`src/rtl/cwc_pkg.sv`:
```
package cwc_pkg;

  // log2 of the 128-byte line
  localparam int LINE_LG = 7;

  typedef enum logic [1:0] {
    SEG32  = 2'd0,
    SEG64  = 2'd1,
    SEG128 = 2'd2
  } seg_e;

  typedef enum logic [1:0] {
    ST_IDLE = 2'd0,
    ST_SCAN = 2'd1,
    ST_EMIT = 2'd2
  } state_e;

  // bytes touched by one lane for a width code
  function automatic logic [3:0] lane_bytes(input logic [1:0] code);
    return 4'd1 << code;
  endfunction

  // low address bits cleared by the natural alignment of a lane
  function automatic logic [2:0] low_mask(input logic [1:0] code);
    return 3'((4'd1 << code) - 4'd1);
  endfunction

  // offset of the final byte a lane touches inside its line
  function automatic logic [6:0] last_off(input logic [6:0] off, input logic [1:0] code);
    return off + {3'd0, lane_bytes(code)} - 7'd1;
  endfunction

  // smallest aligned segment holding byte range lo..hi of one line
  function automatic seg_e seg_fit(input logic [6:0] lo, input logic [6:0] hi);
    if (lo[6:5] == hi[6:5]) return SEG32;
    if (lo[6] == hi[6])     return SEG64;
    return SEG128;
  endfunction

  // in-line offset of the chosen segment
  function automatic logic [6:0] seg_off(input logic [6:0] lo, input seg_e s);
    case (s)
      SEG32:   return {lo[6:5], 5'd0};
      SEG64:   return {lo[6], 6'd0};
      default: return 7'd0;
    endcase
  endfunction

endpackage

```
`src/rtl/cwc_group_pick.sv`:
```
module cwc_group_pick #(
  parameter int NG = 4,
  localparam int GW = (NG > 1) ? $clog2(NG) : 1
) (
  input  logic [NG-1:0] grp_any,
  input  logic [GW:0]   from,
  output logic          found,
  output logic [GW-1:0] idx
);
  // lowest non-empty group at or above 'from'
  always_comb begin
    found = 1'b0;
    idx   = '0;
    for (int g = NG - 1; g >= 0; g--) begin
      if (grp_any[g] && ((GW+1)'(g) >= from)) begin
        found = 1'b1;
        idx   = GW'(g);
      end
    end
  end
endmodule

```
`src/rtl/cwc_line_min.sv`:
```
module cwc_line_min #(
  parameter int LANES = 32,
  parameter int LW    = 25
) (
  input  logic [LANES*LW-1:0] lines_flat,
  input  logic [LANES-1:0]    pend,
  output logic [LW-1:0]       min_line,
  output logic [LANES-1:0]    sel
);
  logic [LW-1:0] line [LANES];

  for (genvar l = 0; l < LANES; l++) begin : g_unpack
    assign line[l] = lines_flat[l*LW +: LW];
  end

  always_comb begin
    min_line = '1;
    for (int l = 0; l < LANES; l++)
      if (pend[l] && (line[l] < min_line)) min_line = line[l];
    for (int l = 0; l < LANES; l++)
      sel[l] = pend[l] && (line[l] == min_line);
  end
endmodule

```
`src/rtl/cwc_seg_fit.sv`:
```
module cwc_seg_fit
  import cwc_pkg::*;
#(
  parameter int LANES = 32
) (
  input  logic [LANES*7-1:0] offs_flat,
  input  logic [LANES-1:0]   sel,
  input  logic [1:0]         size_code,
  output logic [1:0]         seg_code,
  output logic [6:0]         seg_base_off
);
  logic [6:0] off [LANES];
  logic [6:0] lo, hi;
  seg_e       seg;

  for (genvar l = 0; l < LANES; l++) begin : g_unpack
    assign off[l] = offs_flat[l*7 +: 7];
  end

  // byte span covered by the selected lanes
  always_comb begin
    lo = 7'h7f;
    hi = 7'h00;
    for (int l = 0; l < LANES; l++) begin
      if (sel[l]) begin
        if (off[l] < lo) lo = off[l];
        if (last_off(off[l], size_code) > hi) hi = last_off(off[l], size_code);
      end
    end
  end

  assign seg          = seg_fit(lo, hi);
  assign seg_code     = seg;
  assign seg_base_off = seg_off(lo, seg);
endmodule

```
`src/rtl/cwc_coalescer.sv`:
```
module cwc_coalescer
  import cwc_pkg::*;
#(
  parameter int LANES  = 32,
  parameter int GROUP  = 8,
  parameter int ADDR_W = 32
) (
  input  logic                    clk,
  input  logic                    rst_n,
  input  logic                    req_valid,
  output logic                    req_ready,
  input  logic [LANES*ADDR_W-1:0] req_addr,
  input  logic [LANES-1:0]        req_mask,
  input  logic [1:0]              req_size,
  output logic                    txn_valid,
  input  logic                    txn_ready,
  output logic [ADDR_W-1:0]       txn_base,
  output logic [1:0]              txn_size,
  output logic [LANES-1:0]        txn_lanes,
  output logic                    txn_last,
  output logic                    done
);
  localparam int NG = LANES / GROUP;
  localparam int GW = (NG > 1) ? $clog2(NG) : 1;
  localparam int LW = ADDR_W - LINE_LG;

  state_e             st_q;
  logic [ADDR_W-1:0]  addr_q [LANES];
  logic [LANES-1:0]   mask_q, pend_q;
  logic [1:0]         size_q;
  logic [GW-1:0]      grp_q;
  logic               done_q;

  // named internal events
  logic               accept, scan_step, handoff, pick_found;
  logic [GW-1:0]      pick_idx;
  logic [GW:0]        pick_from;
  logic [NG-1:0]      grp_any;
  logic [LANES-1:0]   src_mask, sel, pend_after;
  logic [LW-1:0]      min_line;
  logic [6:0]         seg_base_off;
  logic [1:0]         seg_code;
  logic [LANES*LW-1:0] lines_flat;
  logic [LANES*7-1:0]  offs_flat;

  assign req_ready  = (st_q == ST_IDLE);
  assign accept     = req_valid && req_ready;
  assign scan_step  = (st_q == ST_SCAN);
  assign txn_valid  = (st_q == ST_EMIT);
  assign handoff    = txn_valid && txn_ready;
  assign pend_after = pend_q & ~sel;

  // group occupancy: incoming mask while idle, stored mask while scanning
  assign src_mask  = req_ready ? req_mask : mask_q;
  assign pick_from = req_ready ? '0 : ({1'b0, grp_q} + (GW+1)'(1));
  for (genvar g = 0; g < NG; g++) begin : g_any
    assign grp_any[g] = |src_mask[g*GROUP +: GROUP];
  end

  cwc_group_pick #(.NG(NG)) u_pick (
    .grp_any (grp_any),
    .from    (pick_from),
    .found   (pick_found),
    .idx     (pick_idx)
  );

  for (genvar l = 0; l < LANES; l++) begin : g_split
    assign lines_flat[l*LW +: LW] = addr_q[l][ADDR_W-1:LINE_LG];
    assign offs_flat[l*7 +: 7]    = addr_q[l][LINE_LG-1:0];
  end

  cwc_line_min #(.LANES(LANES), .LW(LW)) u_min (
    .lines_flat (lines_flat),
    .pend       (pend_q),
    .min_line   (min_line),
    .sel        (sel)
  );

  cwc_seg_fit #(.LANES(LANES)) u_fit (
    .offs_flat    (offs_flat),
    .sel          (sel),
    .size_code    (size_q),
    .seg_code     (seg_code),
    .seg_base_off (seg_base_off)
  );

  assign txn_base  = {min_line, seg_base_off};
  assign txn_size  = seg_code;
  assign txn_lanes = sel;
  assign txn_last  = (pend_after == '0);
  assign done      = done_q;

  // control
  always_ff @(posedge clk) begin
    if (!rst_n) begin
      st_q   <= ST_IDLE;
      mask_q <= '0;
      pend_q <= '0;
      size_q <= '0;
      grp_q  <= '0;
      done_q <= 1'b0;
    end else begin
      done_q <= 1'b0;
      case (st_q)
        ST_IDLE: if (accept) begin
          mask_q <= req_mask;
          size_q <= req_size;
          pend_q <= '0;
          if (pick_found) begin
            st_q  <= ST_SCAN;
            grp_q <= pick_idx;
          end else begin
            done_q <= 1'b1;
          end
        end
        ST_SCAN: begin
          for (int l = 0; l < LANES; l++)
            if (grp_q == GW'(l / GROUP)) pend_q[l] <= mask_q[l];
          if (pick_found) grp_q <= pick_idx;
          else            st_q  <= ST_EMIT;
        end
        ST_EMIT: if (handoff) begin
          pend_q <= pend_after;
          if (pend_after == '0) begin
            st_q   <= ST_IDLE;
            done_q <= 1'b1;
          end
        end
        default: st_q <= ST_IDLE;
      endcase
    end
  end

  // lane address store, aligned to access width during the group's scan cycle
  for (genvar l = 0; l < LANES; l++) begin : g_addr
    always_ff @(posedge clk) begin
      if (accept)
        addr_q[l] <= req_addr[l*ADDR_W +: ADDR_W];
      else if (scan_step && (grp_q == GW'(l / GROUP)))
        addr_q[l] <= {addr_q[l][ADDR_W-1:3], addr_q[l][2:0] & ~low_mask(size_q)};
    end
  end

  // ordering tracker for the assertions
  logic              first_q;
  logic [ADDR_W-1:0] prev_q;
  always_ff @(posedge clk) begin
    if (!rst_n) begin
      first_q <= 1'b1;
      prev_q  <= '0;
    end else if (accept) begin
      first_q <= 1'b1;
    end else if (handoff) begin
      first_q <= 1'b0;
      prev_q  <= txn_base;
    end
  end

  p_size_legal_r3: assert property (@(posedge clk) disable iff (!rst_n)
    txn_valid |-> txn_size != 2'd3);

  p_base_aligned_r3: assert property (@(posedge clk) disable iff (!rst_n)
    txn_valid |-> (txn_base[4:0] == 5'd0) && (txn_size == 2'd0 || txn_base[5] == 1'b0)
                  && (txn_size != 2'd2 || txn_base[6] == 1'b0));

  p_lanes_active_r4: assert property (@(posedge clk) disable iff (!rst_n)
    txn_valid |-> (txn_lanes != '0) && ((txn_lanes & ~mask_q) == '0));

  p_ascending_r6: assert property (@(posedge clk) disable iff (!rst_n)
    (txn_valid && !first_q) |-> txn_base > prev_q);

  p_hold_r7: assert property (@(posedge clk) disable iff (!rst_n)
    (txn_valid && !txn_ready) |=> txn_valid && $stable(txn_base)
                                  && $stable(txn_size) && $stable(txn_lanes));

  p_empty_done_r9: assert property (@(posedge clk) disable iff (!rst_n)
    (accept && req_mask == '0) |=> done && req_ready && !txn_valid);

  p_busy_r10: assert property (@(posedge clk) disable iff (!rst_n)
    txn_valid |-> !req_ready);

  p_last_done_r10: assert property (@(posedge clk) disable iff (!rst_n)
    (handoff && txn_last) |=> done && req_ready);

endmodule

```
`config.mk`:
```
export PLATFORM = sky130hd
export DESIGN_NAME = cwc_coalescer
export DESIGN_NICKNAME = d
export VERILOG_FILES = /design/src/rtl/cwc_pkg.sv /design/src/rtl/cwc_group_pick.sv /design/src/rtl/cwc_line_min.sv /design/src/rtl/cwc_seg_fit.sv /design/src/rtl/cwc_coalescer.sv
export SDC_FILE = /design/constraint.sdc
export NUM_CORES = 2
export LEC_CHECK = 0
export BUFFER_PORTS_ARGS = -buffer_cell sky130_fd_sc_hd__buf_2
export CAP_MARGIN = 20
export CORE_MARGIN = 10
export CORE_UTILIZATION = 50
export CTS_CLUSTER_SIZE = 10
export DETAILED_ROUTE_END_ITERATION = 10
export PLACE_DENSITY_LB_ADDON = 0.12
export SLEW_MARGIN = 20
export SYNTH_ARGS = -nofsm -noshare
export SYNTH_HDL_FRONTEND = slang
export SYNTH_SLANG_ARGS = --single-unit
```
`constraint.sdc`:
```
create_clock -name clk -period 409.5 [get_ports clk]
set_clock_uncertainty 0.05 [all_clocks]
set_input_delay 61.425 -clock clk [delete_from_list [all_inputs] [get_ports clk]]
set_output_delay 61.425 -clock clk [all_outputs]
set_load 0.01 [all_outputs]
```
Yosys cells after proc, flatten, opt, wreduce, memory -nomap -nowiden
Memory sizes are Yosys's and may differ from the RTL's.
Index checks and enable logic that the tools add are counted.
{ "classes": {"add_sub_neg": 66, "n_lt_le_gt_ge": 100, "eq_ne": 49, "shifts": 1, "muxes": 273, "bitwise": 67, "reduce_logical": 91} }
{ "op_table": {"columns": ["op", "n"], "rows": [
  ["32-bit two-way mux", 35],
  ["7-bit two-way mux", 128],
  ["25-bit equality test", 32],
  ["25-bit two-way mux", 32],
  ["25-bit < comparator", 31],
  ["7-bit by 4-bit adder with 7-bit output", 32],
  ["7-bit by 1-bit subtractor with 7-bit output, second input constant", 32],
  ["7-bit greater-than comparator", 31],
  ["7-bit < comparator", 31],
  ["3-bit bitwise AND", 32],
  ["32-bit case mux with 3 select lines", 1],
  ["1-bit logical AND", 74],
  ["1-bit two-way mux", 57],
  ["32-bit bitwise AND", 1],
  ["32-bit logical NOT", 1],
  ["32-bit inverter", 1],
  ["1-bit OR", 32],
  ["8-bit OR reduction", 4],
  ["2-bit two-way mux", 15],
  ["25-bit < comparator, second input constant", 1],
  ["2-bit by 1-bit inequality test with 1-bit output, second input constant", 8],
  ["4-bit AND reduction", 4],
  ["7-bit case mux with 2 select lines", 1],
  ["7-bit by 1-bit greater-than comparator with 1-bit output, second input constant", 1],
  ["other kinds (21)", 30]
]} }
{ "totals": {"ff_bits": 71, "ram_bits": 1024, "output_inout_bits": 70, "word_cells": 657, "n_memories": 1} }
{ "memory_table": {"columns": ["memory", "words", "word_bits", "rd", "rd_clocked_by_memory_dff", "write_ports", "line_no", "rtl"], "rows": [
  ["addr_q", 32, 32, 32, 0, 32, "cwc_coalescer.sv:28", "logic [ADDR_W-1:0] addr_q [LANES];"]
]} }

Longest topological paths before layout
{ "depth": {"word_depth": 199, "ltp_mapped": 921, "ltp_nobuf": 838} }

Cells and area by module
From an unflattened synthesis, not the netlist that was laid out.
{ "hier_totals": {"hier_cells": 11586, "area_unflattened_um2": 104183.7} }
{ "modules_own_cells": {"columns": ["module", "instances", "cells_per_inst", "area_each_um2"], "rows": [
  ["cwc_line_min", 1, 5985, 41105.7],
  ["cwc_coalescer", 1, 1801, 35864.4],
  ["cwc_seg_fit", 1, 3789, 27146.0],
  ["cwc_group_pick", 1, 11, 67.6]
]} }

Least setup slack after synthesis
Ideal clock, no wire load.
{ "synth_path": {"path_type": "register to output", "start": "mem addr_q[0][17]", "end": "out txn_size[0]", "arrival_ns": 140.705, "t_required_ns": 348.025, "path_slack_ns": 207.320, "path_stages_with_launch": 858, "path_cell_list": "edfxtp_1 -> nand4_1 -> or4_1 -> o41ai_1 -> clkbuf_1 -> nor2_1 -> ha_1 -> a21o_1 -> a221o_1 -> a211oi_1 -> o31ai_2 -> a21o_1 -> buf_4 -> buf_6 -> clkbuf_1 -> clkbuf_1 -> nand2_1 -> o21ai_0 -> [... 822 more ...] -> o21a_1 -> o21ai_0 -> nand2b_1 -> a21oi_1 -> nor2b_1 -> o21ai_0 -> a41oi_1 -> mux2_2 -> ha_1 -> nor2b_1 -> o21ai_0 -> a21oi_1 -> o31ai_1 -> nor2_1 -> a21oi_1 -> ha_1 -> or2_2 -> mux2i_1"} }
{ "synth_lines": {"columns": ["item", "line_no", "rtl"], "rows": [
  ["start, declared", "cwc_coalescer.sv:28", null],
  ["end, declared", "cwc_coalescer.sv:18", "output logic [1:0] txn_size,"]
]} }

==> summary.log <==
INFO  sta            rsz0062_at_grt=false
INFO  synth          synthTopCellsByArea=edfxtp_1 (30%), ha_1 (17%), xnor2_1 (5.6%)
INFO  worst_setup_path slowest_stage=nor4b_1
INFO  sta            setup_violations=0
INFO  synth          synth_async_sr_flop_share=0
INFO  sta            period_minus_slack=225.55ns
INFO  synth          synth_cells=11300
INFO  layout         fin_cells=15000
INFO  synth          postSynthRegisterBits=1095
INFO  worst_setup_path cp_common_cell=o21ai_0
INFO  clock_tree     clkSlewWorstSetupHoldPaths=0.06ns
INFO  floorplan      core=0.204mm^2
INFO  global_routing grt_max_degree=116
INFO  placement      io_port_bufs=1126
INFO  clock_tree     cts.repair_timing.setup_buffer_count=0
INFO  global_routing number_of_global_route_vias_before_repair=93100
INFO  sta            setup_tns=0ns
INFO  sta            final_min_period_over_clock_period=0.551
INFO  layout         final_area=0.115mm^2
INFO  worst_setup_path maximum_net_fanout_on_the_critical_path=53
INFO  placement      gp_congestion=1.06
INFO  synth          unique_cell_type_count_in_the_yosys_netlist=164
INFO  floorplan      die_area=0.224mm^2
INFO  power          cellInternalPower=0.397mW
INFO  floorplan      boundaryPins=1132
INFO  global_routing global_route_wire_length_before_repair=663mm
INFO  power          finalPower=0.801mW
INFO  clock_tree     clock-root-buffer=clkbuf_16
INFO  sta            relSlewSlack=0.149
INFO  power          peakVddDrop=0.00512mV
INFO  sta            worstMarginPinSlew=1.27ns
INFO  worst_setup_path worst-r2r-setup-slack=307.64ns
INFO  synth          post-synth-top-area-cell=edfxtp_1
INFO  synth          postSynth.topFlopCell=edfxtp_1
INFO  layout         flow.area_growth_from_synthesis=12.4%
INFO  worst_setup_path critical_path_class=reg2out
INFO  clock_tree     cts_made_buffers=138
INFO  synth          yosysTopAreaCellShare=0.299
INFO  drt            drcViolationCount=0
INFO  power          comb_power_share=0.608
INFO  drt            dr_total_vias=96500
INFO  global_routing grt_antenna_before_repair=98
INFO  status         status=finished, final reports clean
INFO  layout         number_of_nets_in_the_final_layout=14700
INFO  placement      dp_hpwl=391mm
INFO  worst_setup_path critPathRequiredTime=348.02ns
INFO  job            timing.max_cap.violations=0
INFO  drt            routed_wire_length_per_instance=31.6um
INFO  power          p_seq_frac=0.247
INFO  drt            dr.first_iter.drc_count=12000
INFO  clock_tree     htreeDepth=4
INFO  worst_setup_path timing.critical_path.arrival=164.07ns
INFO  placement      dpl_cell_area=0.111mm^2
INFO  floorplan      rows=166
INFO  power          p_per_area=6.94mW/mm^2
INFO  layout         num-fill-cells=18100
INFO  clock_tree     clk_latency=0.83ns
INFO  drt            ant_nets=0
INFO  synth          synth-warning-count=0
INFO  power          p_switching=0.404mW
INFO  hold_path      hold_class=reg2reg
INFO  sta            maxClockFrequency=0.00443GHz
INFO  layout         layout-drive-gt1-share=0.156
INFO  clock_tree     clock-sinks=1095
INFO  floorplan      die_w=473um
INFO  drt            detail_route.wirelength=475mm
INFO  synth          sequential_to_total_area_share_from_yosys_stat=0.313
INFO  clock_tree     hold_buffers=0
INFO  clock_tree     tritoncts=built
INFO  sta            hold_viol_final=0
INFO  power          clock_power_share=0.145
INFO  placement      dpl.cell_count=14800
INFO  power          leakage_power=52.4nW
INFO  synth          netlist_area_before_placement=0.103mm^2
INFO  worst_setup_path slowest_delay=0.82ns
INFO  floorplan      starting_density=0.502
INFO  floorplan      die_y=473um
INFO  synth          syn_avg_cell_area=9.13um^2
INFO  global_routing grt_remaining_overflow=0
INFO  power          power.switching_fraction=0.504
INFO  clock_tree     cts_resized=0
INFO  clock_tree     ctsLongestPathBuffers=3
INFO  drt            drt_pre_antenna_iters=9
INFO  drt            avgViaCountPerCell=6.41
INFO  worst_setup_path critical_path.startpoint_type=flip-flop
INFO  synth          post_synth_edffs=1024
INFO  global_routing overall_routing_resource_usage=0.404
INFO  worst_setup_path worst_setup_end_kind=primary output
INFO  sta            slew_viol_final=0
==> cell families after synthesis <==
kind of cell / synth area share
AND/OR/NAND/NOR: 0.151
AO/OA/AOI/OAI: 0.184
buffers and inverters: 0.0571
adder cells (fa/ha/maj): 0.175
flip-flops: 0.313
XOR/XNOR: 0.0820
multiplexers: 0.0380
other: 0.0000365
==> registers in the layout (all words and copies together) (netlist names) <==
signal and cells:
addr_q 1024, st_q 2, pend_q 32, mask_q 32
done 1, grp_q 2, size_q 2
==> power groups by stage <==
stage          registers, mW  logic (mW)  clock network, mW
2_1_floorplan          0.179       0.312                  0
3_5_place_dp           0.197       0.467                  0
6_report               0.198       0.487              0.116
5_1_grt                0.198       0.522              0.121
3_3_place_gp           0.197       0.461                  0
4_1_cts                0.195       0.471              0.116
==> cells in the final DEF (no fill, tap or decap), types with 51 or more instances in the layout <==
cell,n
a211oi_1,64
a21o_1,294
a21oi_1,867
a22oi_1,53
and2_1,97
buf_2,1126
buf_4,125
clkbuf_16,142
dfxtp_1,70
edfxtp_1,1024
ha_1,1358
inv_1,1032
mux2_2,156
mux2i_1,172
nand2_1,868
nand2b_1,174
nand3_1,185
nand4_1,273
nor2_1,743
nor2b_1,188
nor3_1,107
nor4_1,112
o211ai_1,51
o21a_1,82
o21ai_0,655
o21ai_1,51
o21bai_1,59
o22ai_1,69
o31ai_1,56
or2_2,56
xnor2_1,653
xor2_1,308
==> routing by layer <==
layer	vias to the layer above	part of all wire	track usage
li1	42900	-	-
met2	5769	0.42	0.599
met3	1294	0.11	0.106
met4	58	0.076	0.253
met5	-	0.00079	0
met1	46500	0.39	0.521
==> cells in the mapped netlist (all sizes together), types with 28 or more instances <==
cell type,number
xor2,308
a31oi,58
and4,41
o211ai,55
nand2,875
clkbuf,181
dfxtp,71
o221a,29
nor4,131
ha,1359
maj3,28
o21ai,719
nand4,273
mux2,180
xnor2,653
inv,1044
edfxtp,1024
a211oi,84
buf,211
nand2b,177
and3,50
a22oi,53
o221ai,47
nor3,112
mux2i,179
nand3,188
a21oi,888
a311oi,30
o21a,85
a21o,297
o21bai,59
or2,62
and2,102
fa,32
o31ai,68
o22ai,69
nor2,753
nor2b,189
or3,37
==> path summary, 6_finish.rpt <==
check / end / cells after the start / startpoint
max: txn_size[0] / 1013 / addr_q[0][14]$_DFFE_PP_
min: mask_q[29]$_SDFFE_PN0P_ / 2 / mask_q[29]$_SDFFE_PN0P_
max reg2reg: st_q[0]$_SDFFE_PN0P_ / 471 / addr_q[0][14]$_DFFE_PP_
min reg2reg: mask_q[29]$_SDFFE_PN0P_ / 2 / mask_q[29]$_SDFFE_PN0P_
==> worst max-delay path, delay by kind of cell, from the launching register on <==
family                     cells  cell delay [ns]
AOI/OAI and AO/OA            509           106.62
xor gates and xnor gates       1             0.19
adders and majority gates     81            23.49
buffers and inverters         63            13.28
DFF                            1             0.51
muxes                         23             8.22
and+or+nand+nor              336            48.20
==> per-stage QoR <==
stage	worst slack, ns	hold slack [ns]	utilization
6_report	183.95	0.425	0.565
5_1_grt	171.53	0.441	0.565
4_1_cts	187.95	0.425	0.564
3_5_place_dp	189.32	0.417	0.544
3_3_place_gp	193.24	0.410	0.544
2_1_floorplan	207.32	0.394	-
==> cell type report <==
| cell class | count | area, um^2 | area share |
|---|---|---|---|
| Antenna cell | 48 | 120 | 0.00104 |
| Clock buffer | 159 | 3660 | 0.0317 |
| Clock inverter | 38 | 457 | 0.00396 |
| Inverter | 1051 | 3980 | 0.0344 |
| Multi-Input combinational cell | 8719 | 65100 | 0.564 |
| Sequential cell | 1095 | 32200 | 0.279 |
| Tap cell | 2688 | 3360 | 0.0291 |
| Timing Repair Buffer | 1251 | 6570 | 0.0569 |
Note: power is estimated with default switching activity, not from simulation.
